### config.mk
export PLATFORM = sky130hd
export DESIGN_NAME = pbus_xcvr
export DESIGN_NICKNAME = d
export VERILOG_FILES = /design/src/rtl/pbx_pkg.sv /design/src/rtl/pbx_mode_dec.sv /design/src/rtl/pbx_par_unit.sv /design/src/rtl/pbx_err_flag.sv /design/src/rtl/pbus_xcvr.sv
export SDC_FILE = /design/constraint.sdc
export NUM_CORES = 1
export LEC_CHECK = 0
export BUFFER_PORTS_ARGS = -buffer_cell sky130_fd_sc_hd__buf_2
export CORE_AREA = 2 2 39 41
export DETAILED_ROUTE_END_ITERATION = 7
export DIE_AREA = 0 0 41 43
export PLACE_DENSITY = 0.68
export SYNTH_ARGS = -nofsm -noshare
export SYNTH_HDL_FRONTEND = slang
export SYNTH_SLANG_ARGS = --single-unit
### constraint.sdc
create_clock -name clk -period 1.8 [get_ports clk]
set_input_delay 0.18 -clock clk [delete_from_list [all_inputs] [get_ports clk]]
set_output_delay 0.18 -clock clk [all_outputs]
set_load 0.1 [all_outputs]
### src/rtl/pbx_pkg.sv
package pbx_pkg;
    // Transfer mode decoded from the two active-low drive controls
    typedef enum logic [1:0] {
        MODE_A2B  = 2'd0,
        MODE_B2A  = 2'd1,
        MODE_DIAG = 2'd2,
        MODE_ISOL = 2'd3
    } xfer_mode_t;

    // Stored error-flag state
    typedef enum logic {
        FLAG_CLEAN = 1'b0,
        FLAG_FAULT = 1'b1
    } flag_state_t;
endpackage

### src/rtl/pbx_mode_dec.sv
module pbx_mode_dec
    import pbx_pkg::*;
(
    input  logic       a_drive_n,
    input  logic       b_drive_n,
    output xfer_mode_t mode,
    output logic       a_en,
    output logic       b_en
);
    always_comb begin
        unique case ({a_drive_n, b_drive_n})
            2'b10:   mode = MODE_A2B;
            2'b01:   mode = MODE_B2A;
            2'b00:   mode = MODE_DIAG;
            default: mode = MODE_ISOL;
        endcase
    end

    always_comb begin
        a_en = 1'b0;
        b_en = 1'b0;
        unique case (mode)
            MODE_A2B:  b_en = 1'b1;
            MODE_DIAG: b_en = 1'b1;
            MODE_B2A:  a_en = 1'b1;
            MODE_ISOL: ;
        endcase
    end
endmodule

### src/rtl/pbx_par_unit.sv
module pbx_par_unit
    import pbx_pkg::*;
#(
    parameter int WIDTH = 8
) (
    input  xfer_mode_t       mode,
    input  logic [WIDTH-1:0] a_in,
    input  logic [WIDTH-1:0] b_in,
    input  logic             par_in,
    output logic             gen_par,
    output logic             chk_ok
);
    localparam int SIDE_W = WIDTH + 1;

    logic             a_odd;
    logic [SIDE_W-1:0] side_bits;

    assign a_odd = ^a_in;

    // Normal mode makes the nine bits odd; diagnostic mode inverts it
    always_comb begin
        unique case (mode)
            MODE_DIAG: gen_par = a_odd;
            default:   gen_par = ~a_odd;
        endcase
    end

    // The checker looks at whatever is on the B side
    always_comb begin
        unique case (mode)
            MODE_A2B, MODE_DIAG: side_bits = {a_in, gen_par};
            default:             side_bits = {b_in, par_in};
        endcase
    end

    assign chk_ok = ^side_bits;
endmodule

### src/rtl/pbx_err_flag.sv
module pbx_err_flag
    import pbx_pkg::*;
(
    input  logic clk,
    input  logic rst_n,
    input  logic flag_hold,
    input  logic flag_clr_n,
    input  logic chk_ok,
    output logic err_n
);
    flag_state_t flag_q;
    flag_state_t flag_d;

    // Next state: clear > store > sample
    always_comb begin
        flag_d = flag_q;
        if (!flag_clr_n)
            flag_d = FLAG_CLEAN;
        else if (!flag_hold)
            flag_d = chk_ok ? FLAG_CLEAN : FLAG_FAULT;
    end

    always_ff @(posedge clk or negedge rst_n) begin
        if (!rst_n)
            flag_q <= FLAG_CLEAN;
        else
            flag_q <= flag_d;
    end

    // Output: clear forces high, pass shows live check, store shows state
    always_comb begin
        if (!flag_clr_n)
            err_n = 1'b1;
        else if (!flag_hold)
            err_n = chk_ok;
        else
            err_n = (flag_q == FLAG_CLEAN);
    end

    AST_CLR_WINS: assert property (@(posedge clk) disable iff (!rst_n)
        !flag_clr_n |=> flag_q == FLAG_CLEAN);

    AST_HOLD_KEEP: assert property (@(posedge clk) disable iff (!rst_n)
        (flag_hold && flag_clr_n) |=> $stable(flag_q));

    AST_SAMPLE_TRACK: assert property (@(posedge clk) disable iff (!rst_n)
        (!flag_hold && flag_clr_n) |=> (flag_q == ($past(chk_ok) ? FLAG_CLEAN : FLAG_FAULT)));
endmodule

### src/rtl/pbus_xcvr.sv
module pbus_xcvr
    import pbx_pkg::*;
#(
    parameter int WIDTH = 8
) (
    input  logic             clk,
    input  logic             rst_n,
    input  logic             a_drive_n,
    input  logic             b_drive_n,
    input  logic             flag_hold,
    input  logic             flag_clr_n,
    input  logic [WIDTH-1:0] a_in,
    output logic [WIDTH-1:0] a_out,
    output logic             a_oe,
    input  logic [WIDTH-1:0] b_in,
    output logic [WIDTH-1:0] b_out,
    output logic             b_oe,
    input  logic             par_in,
    output logic             par_out,
    output logic             par_oe,
    output logic             err_n
);
    xfer_mode_t mode;
    logic       a_en;
    logic       b_en;
    logic       gen_par;
    logic       chk_ok;

    pbx_mode_dec u_dec (
        .a_drive_n (a_drive_n),
        .b_drive_n (b_drive_n),
        .mode      (mode),
        .a_en      (a_en),
        .b_en      (b_en)
    );

    pbx_par_unit #(.WIDTH(WIDTH)) u_par (
        .mode    (mode),
        .a_in    (a_in),
        .b_in    (b_in),
        .par_in  (par_in),
        .gen_par (gen_par),
        .chk_ok  (chk_ok)
    );

    pbx_err_flag u_flag (
        .clk        (clk),
        .rst_n      (rst_n),
        .flag_hold  (flag_hold),
        .flag_clr_n (flag_clr_n),
        .chk_ok     (chk_ok),
        .err_n      (err_n)
    );

    assign a_out   = a_en ? b_in : '0;
    assign a_oe    = a_en;
    assign b_out   = b_en ? a_in : '0;
    assign b_oe    = b_en;
    assign par_out = b_en ? gen_par : 1'b0;
    assign par_oe  = b_en;

    AST_OE_EXCL: assert property (@(posedge clk) disable iff (!rst_n)
        !(a_oe && b_oe));

    AST_ISOL_QUIET: assert property (@(posedge clk) disable iff (!rst_n)
        (a_drive_n && b_drive_n) |-> (!a_oe && !b_oe && !par_oe));

    AST_TX_ODD: assert property (@(posedge clk) disable iff (!rst_n)
        (a_drive_n && !b_drive_n) |-> (^{b_out, par_out}));

    AST_DIAG_EVEN: assert property (@(posedge clk) disable iff (!rst_n)
        (!a_drive_n && !b_drive_n) |-> !(^{b_out, par_out}));
endmodule

# Yosys cells after proc, flatten, opt, wreduce, memory -nomap -nowiden
# Cells that the tools add are included.
dict set report classes {
  bitwise 2
  n_eq_ne 5
  muxes 13
  n_reduce_logical 5
}
# cell n
set op_table {}
lappend op_table {{2-to-1 mux 8 bit} 2}
lappend op_table {{2-to-1 mux 1 bit} 9}
lappend op_table {{2-to-1 mux 9 bit} 1}
lappend op_table {{XOR reduction 9 bit} 1}
lappend op_table {{XOR reduction 8 bit} 1}
lappend op_table {{one-hot mux 2 bit (3 select lines)} 1}
lappend op_table {{equality test 2 x 1 -> 1 bit (second input constant)} 2}
lappend op_table {{equality test 2 bit (second input constant)} 2}
lappend op_table {{zero test 2 bit} 2}
lappend op_table {{inequality test 2 bit (second input constant)} 1}
lappend op_table {{inverter 1 bit} 2}
lappend op_table {{OR reduction 2 bit} 1}
dict set report totals {
  register_bits 1
  inputBits 23
}

# Depth between registers and ports, before layout
dict set report depth {
  word_depth 9
  ltp_mapped 4
  mapped_depth_nobuf 4
}

# Hierarchy
# From an unflattened synthesis, not the netlist that was laid out.
dict set report hier_totals {
  hier_cells 46
  area_unflattened_um2 371.6
}
# mod area_per_inst_um2 cells_per_inst instances seq_area_each_um2
set modules_own_cells {}
lappend modules_own_cells {pbx_par_unit 156.4 17 1 0.0}
lappend modules_own_cells {pbus_xcvr 113.9 18 1 0.0}
lappend modules_own_cells {pbx_mode_dec 51.3 6 1 0.0}
lappend modules_own_cells {pbx_err_flag 50.0 5 1 25.0}

# Least setup slack after synthesis
# Ideal clock, no wire load.
dict set report synth_path {
  path_type {input-to-output}
  from {input b_drive_n}
  to {output a_out[0]}
  arrival_time_ns 2.859
  n_path_buf 1
  stages 4
  setup_slack_ns -1.239
  required_ns 1.620
  path_cell_list {clkbuf_1 inv_1 nor2_2 and2_1}
}
dict set report synth_via {
  elab_chain_len 5
}
# item line
set synth_lines {}
lappend synth_lines {{start, declared} pbus_xcvr.sv:9} ;# input logic b_drive_n,
lappend synth_lines {{equality test 2 x 1 -> 1 bit (tied with other cells)} pbx_mode_dec.sv:11} ;# unique case ({a_drive_n, b_drive_n})
lappend synth_lines {{one-hot mux 2 bit (3 select lines) *} pbx_mode_dec.sv:11}
lappend synth_lines {{equality test 2 x 1 -> 1 bit *} pbx_mode_dec.sv:22} ;# unique case (mode)
lappend synth_lines {{2-to-1 mux 1 bit *} pbx_mode_dec.sv:22}
lappend synth_lines {{named net a_oe} pbus_xcvr.sv:14} ;# output logic a_oe,
lappend synth_lines {{2-to-1 mux 8 bit *} pbus_xcvr.sv:55} ;# assign a_out = a_en ? b_in : '0;
lappend synth_lines {{end, declared} pbus_xcvr.sv:13} ;# output logic [WIDTH-1:0] a_out,
# The timed path passes the listed nets; every way through them passes the cells marked *.

# Worst setup path after layout
dict set report layout_path {
  from {input b_in[3]}
  to {output err_n}
}
dict set report layout_via {
  elab_chain_len 4
}
# item line
set layout_lines {}
lappend layout_lines {{start, declared} pbus_xcvr.sv:15} ;# input logic [WIDTH-1:0] b_in,
lappend layout_lines {{2-to-1 mux 9 bit} pbx_par_unit.sv:30} ;# unique case (mode)
lappend layout_lines {{XOR reduction 9 bit} pbx_par_unit.sv:36} ;# assign chk_ok = ^side_bits;
lappend layout_lines {{2-to-1 mux 1 bit} pbx_err_flag.sv:34} ;# else if (!flag_hold)
lappend layout_lines {{2-to-1 mux 1 bit} pbx_err_flag.sv:32} ;# if (!flag_clr_n)
lappend layout_lines {{end, declared} pbus_xcvr.sv:21} ;# output logic err_n
# No other way between the ends.

==> results.sh <==
export IMPL_status="completed"
export IMPL_reg_top3="u_flag.flag_q (1)"
export IMPL_synth_top_family_by_area="XOR/XNOR gates"
export IMPL_postRouteWirelength_microns=939
export IMPL_synth_compound_area_share=0.03214
export IMPL_min_period_ps=1530
export IMPL_critPathRequiredTime_ps=1620
export IMPL_final_cell_mix="buf_2 (33), buf_12 (10), nor2b_1 (9), and2_4 (8), xnor2_1 (8)"
export IMPL_grt_pass1_wl_microns=1311
export IMPL_ys_types=18
export IMPL_fin_cells=101
export IMPL_rsz0062_at_grt="false"
export IMPL_synth_area_leaders="xnor2_1 (20%), nor2b_1 (16%), and2_1 (14%)"
export IMPL_drt_initial_drc_count=0
export IMPL_synth_mux_area_frac=0.02857
export IMPL_layout_nets=110
export IMPL_drt_pass1_iter_count=1
export IMPL_fin_ws_ps=270.0
export IMPL_path_cells="buf_2, xor2_1, xnor3_1, mux2i_1, nand2_2, buf_12"
export IMPL_cts_repair_resized=0
export IMPL_die_h_microns=43
export IMPL_crit_path_max_incr_delay_ps=420
export IMPL_maxSlewHeadroom=0.6786
export IMPL_synth_area_sq_um=350.3
export IMPL_crit_buf_inv=2
export IMPL_worst_pin_slew_ps=485.4
export IMPL_cp_max_fo=2
export IMPL_hpwl_microns=872.1
export IMPL_p_leak_nw=0.3905
export IMPL_max_freq_mhz=653.6
export IMPL_arrival_ps=1350
export IMPL_synth_adder_area_share=0
export IMPL_antenna_found_initial=0
export IMPL_regMostFlops="u_flag.flag_q"
export IMPL_endpoint_kind="output port"
export IMPL_cap_violations=0
export IMPL_reg2reg_depth=3
export IMPL_drc_errors=0
export IMPL_dp_cells=100
export IMPL_slowest_stage="xnor3_1"
export IMPL_peakVddDrop_v=0.0003984
export IMPL_design_die_area_sq_um=1763
export IMPL_diodes=0
export IMPL_ys_seq_elements=1
export IMPL_grt_pass1_vias=322
export IMPL_crit_cells=6
export IMPL_wl_per_cell_microns=9.297
export IMPL_synthSimpleGateAreaFrac=0.3929
export IMPL_syn_nets=66
export IMPL_io_pins=44
export IMPL_tns_ps=0
export IMPL_final_common_cell="buf_2"
export IMPL_clk_pin_slew_worst_paths_ps=0
export IMPL_postSynthCellCount=43
export IMPL_rows=14
export IMPL_gp_congestion=0.5780
export IMPL_yosys_warnings=0
export IMPL_numPortBuffers=43
export IMPL_grt_max_degree=12
export IMPL_final_period_utilization=0.8500
export IMPL_fin_skew_ps=0
export IMPL_overflow=0
export IMPL_clkLatencyLatePin_ps=0
export IMPL_avgSynthCellArea_sq_um=8.147
export IMPL_drive_gt1_frac=0.6471
export IMPL_setup_viol=0
export IMPL_yosysTopAreaCell="xnor2_1"
export IMPL_globalRouteTotalUtil=0.1017
export IMPL_largest_reg_flops=1
export IMPL_path_class="input pin to output port"
export IMPL_synth_top_area_frac=0.2000
export IMPL_die_x_microns=41
export IMPL_ys_seq_area_frac=0.07143
export IMPL_worstSetupStartpointType="input pin"
export IMPL_min_path_type="input pin to async pin"
export IMPL_hold_violations=0
export IMPL_dp_slack_ps=278.7
export IMPL_start_util=0.2532
export IMPL_core_sq_um=1384
export IMPL_power_w=0.0004607
export IMPL_cp_top_family="XOR/XNOR gates"
export IMPL_synth_xor_area_share=0.4214
export IMPL_via_per_inst=4.149
export IMPL_vias=419
export IMPL_maxSlewViolCount=0
export IMPL_power_density_nw_per_um2=600.6
export IMPL_ant_nets=0
export IMPL_area_delta_synth_final_pct=118.9
-- cells in the mapped netlist, drive strengths merged --
cell type  count
xnor2          8
dfrtp          1
a31oi          1
mux2i          1
o21ai          1
clkbuf         1
nor2           3
inv            2
xnor3          2
buf            1
and2           9
nand2b         1
xor3           1
nand2          1
xor2           1
nor2b          9
-- final cells by class --
class | count | area (sq um)
Fill cell | 129 | 616.8
Timing Repair Buffer | 44 | 375.4
Multi-Input combinational cell | 38 | 335.3
Sequential cell | 1 | 25.02
Tap cell | 16 | 20.02
Inverter | 2 | 11.26
-- kinds of logic (layout without fill, tap and decap cells) --
group	after synthesis	count (layout)
and+or+nand+nor	23	23
xor gates and xnor gates	12	12
muxes	1	1
AOI/OAI and AO/OA	2	2
buffers and inverters	4	46
DFF	1	1
-- worst reg2reg max path: stages, from the launching register on --
cell and delay [ps]:
dfrtp_1 330, o21ai_0 140, a31oi_1 80, and2_1 170
-- metal layers --
metal	up-vias	global-route usage	share of wire
li1	219	-	-
met5	-	0	0
met3	0	0.005236	0.050
met4	0	0	0
met1	188	0.1039	0.34
met2	12	0.2125	0.61
-- final timing paths --
path / start / to / slack, ps
min in group clk: flag_clr_n / u_flag.flag_q$_DFFE_PN0P_ / 600
hold / removal: rst_n / u_flag.flag_q$_DFFE_PN0P_ / 490
hold reg to reg: u_flag.flag_q$_DFFE_PN0P_ / u_flag.flag_q$_DFFE_PN0P_ / 730
setup reg to reg: u_flag.flag_q$_DFFE_PN0P_ / u_flag.flag_q$_DFFE_PN0P_ / 970
setup / recovery: b_in[3] / err_n / 270
max in group asynchronous: rst_n / u_flag.flag_q$_DFFE_PN0P_ / 1230
-- power by group --
part / internal [W] / leakage, nW / switching, W / total (W)
Clock: 0 / 0 / 0 / 0
Combinational: 0.000154 / 0.378 / 0.000281 / 0.000435
Sequential: 0.0000252 / 0.0130 / 0.000000458 / 0.0000257
Total: 0.000179 / 0.391 / 0.000281 / 0.000461
-- per-stage QoR --
step                hold slack, ps  utilization  area (sq um)
finish                       487.0       0.5543         767.0
global route                 503.9       0.5543         767.0
CTS                          489.6       0.5543         767.0
detailed placement          -42.69       0.5470         757.0
floorplan                   -115.6            -         404.1
global placement            -44.59       0.5470         757.0
-- what timing repair did --
item / in CTS / in global routing
buffers inserted: 0 / 0
endpoints found under the hold margin: 1 / 0
setup endpoints to repair: 0 / 0
hold buffers: 1 / 0
(Power assumes the default switching activity.)
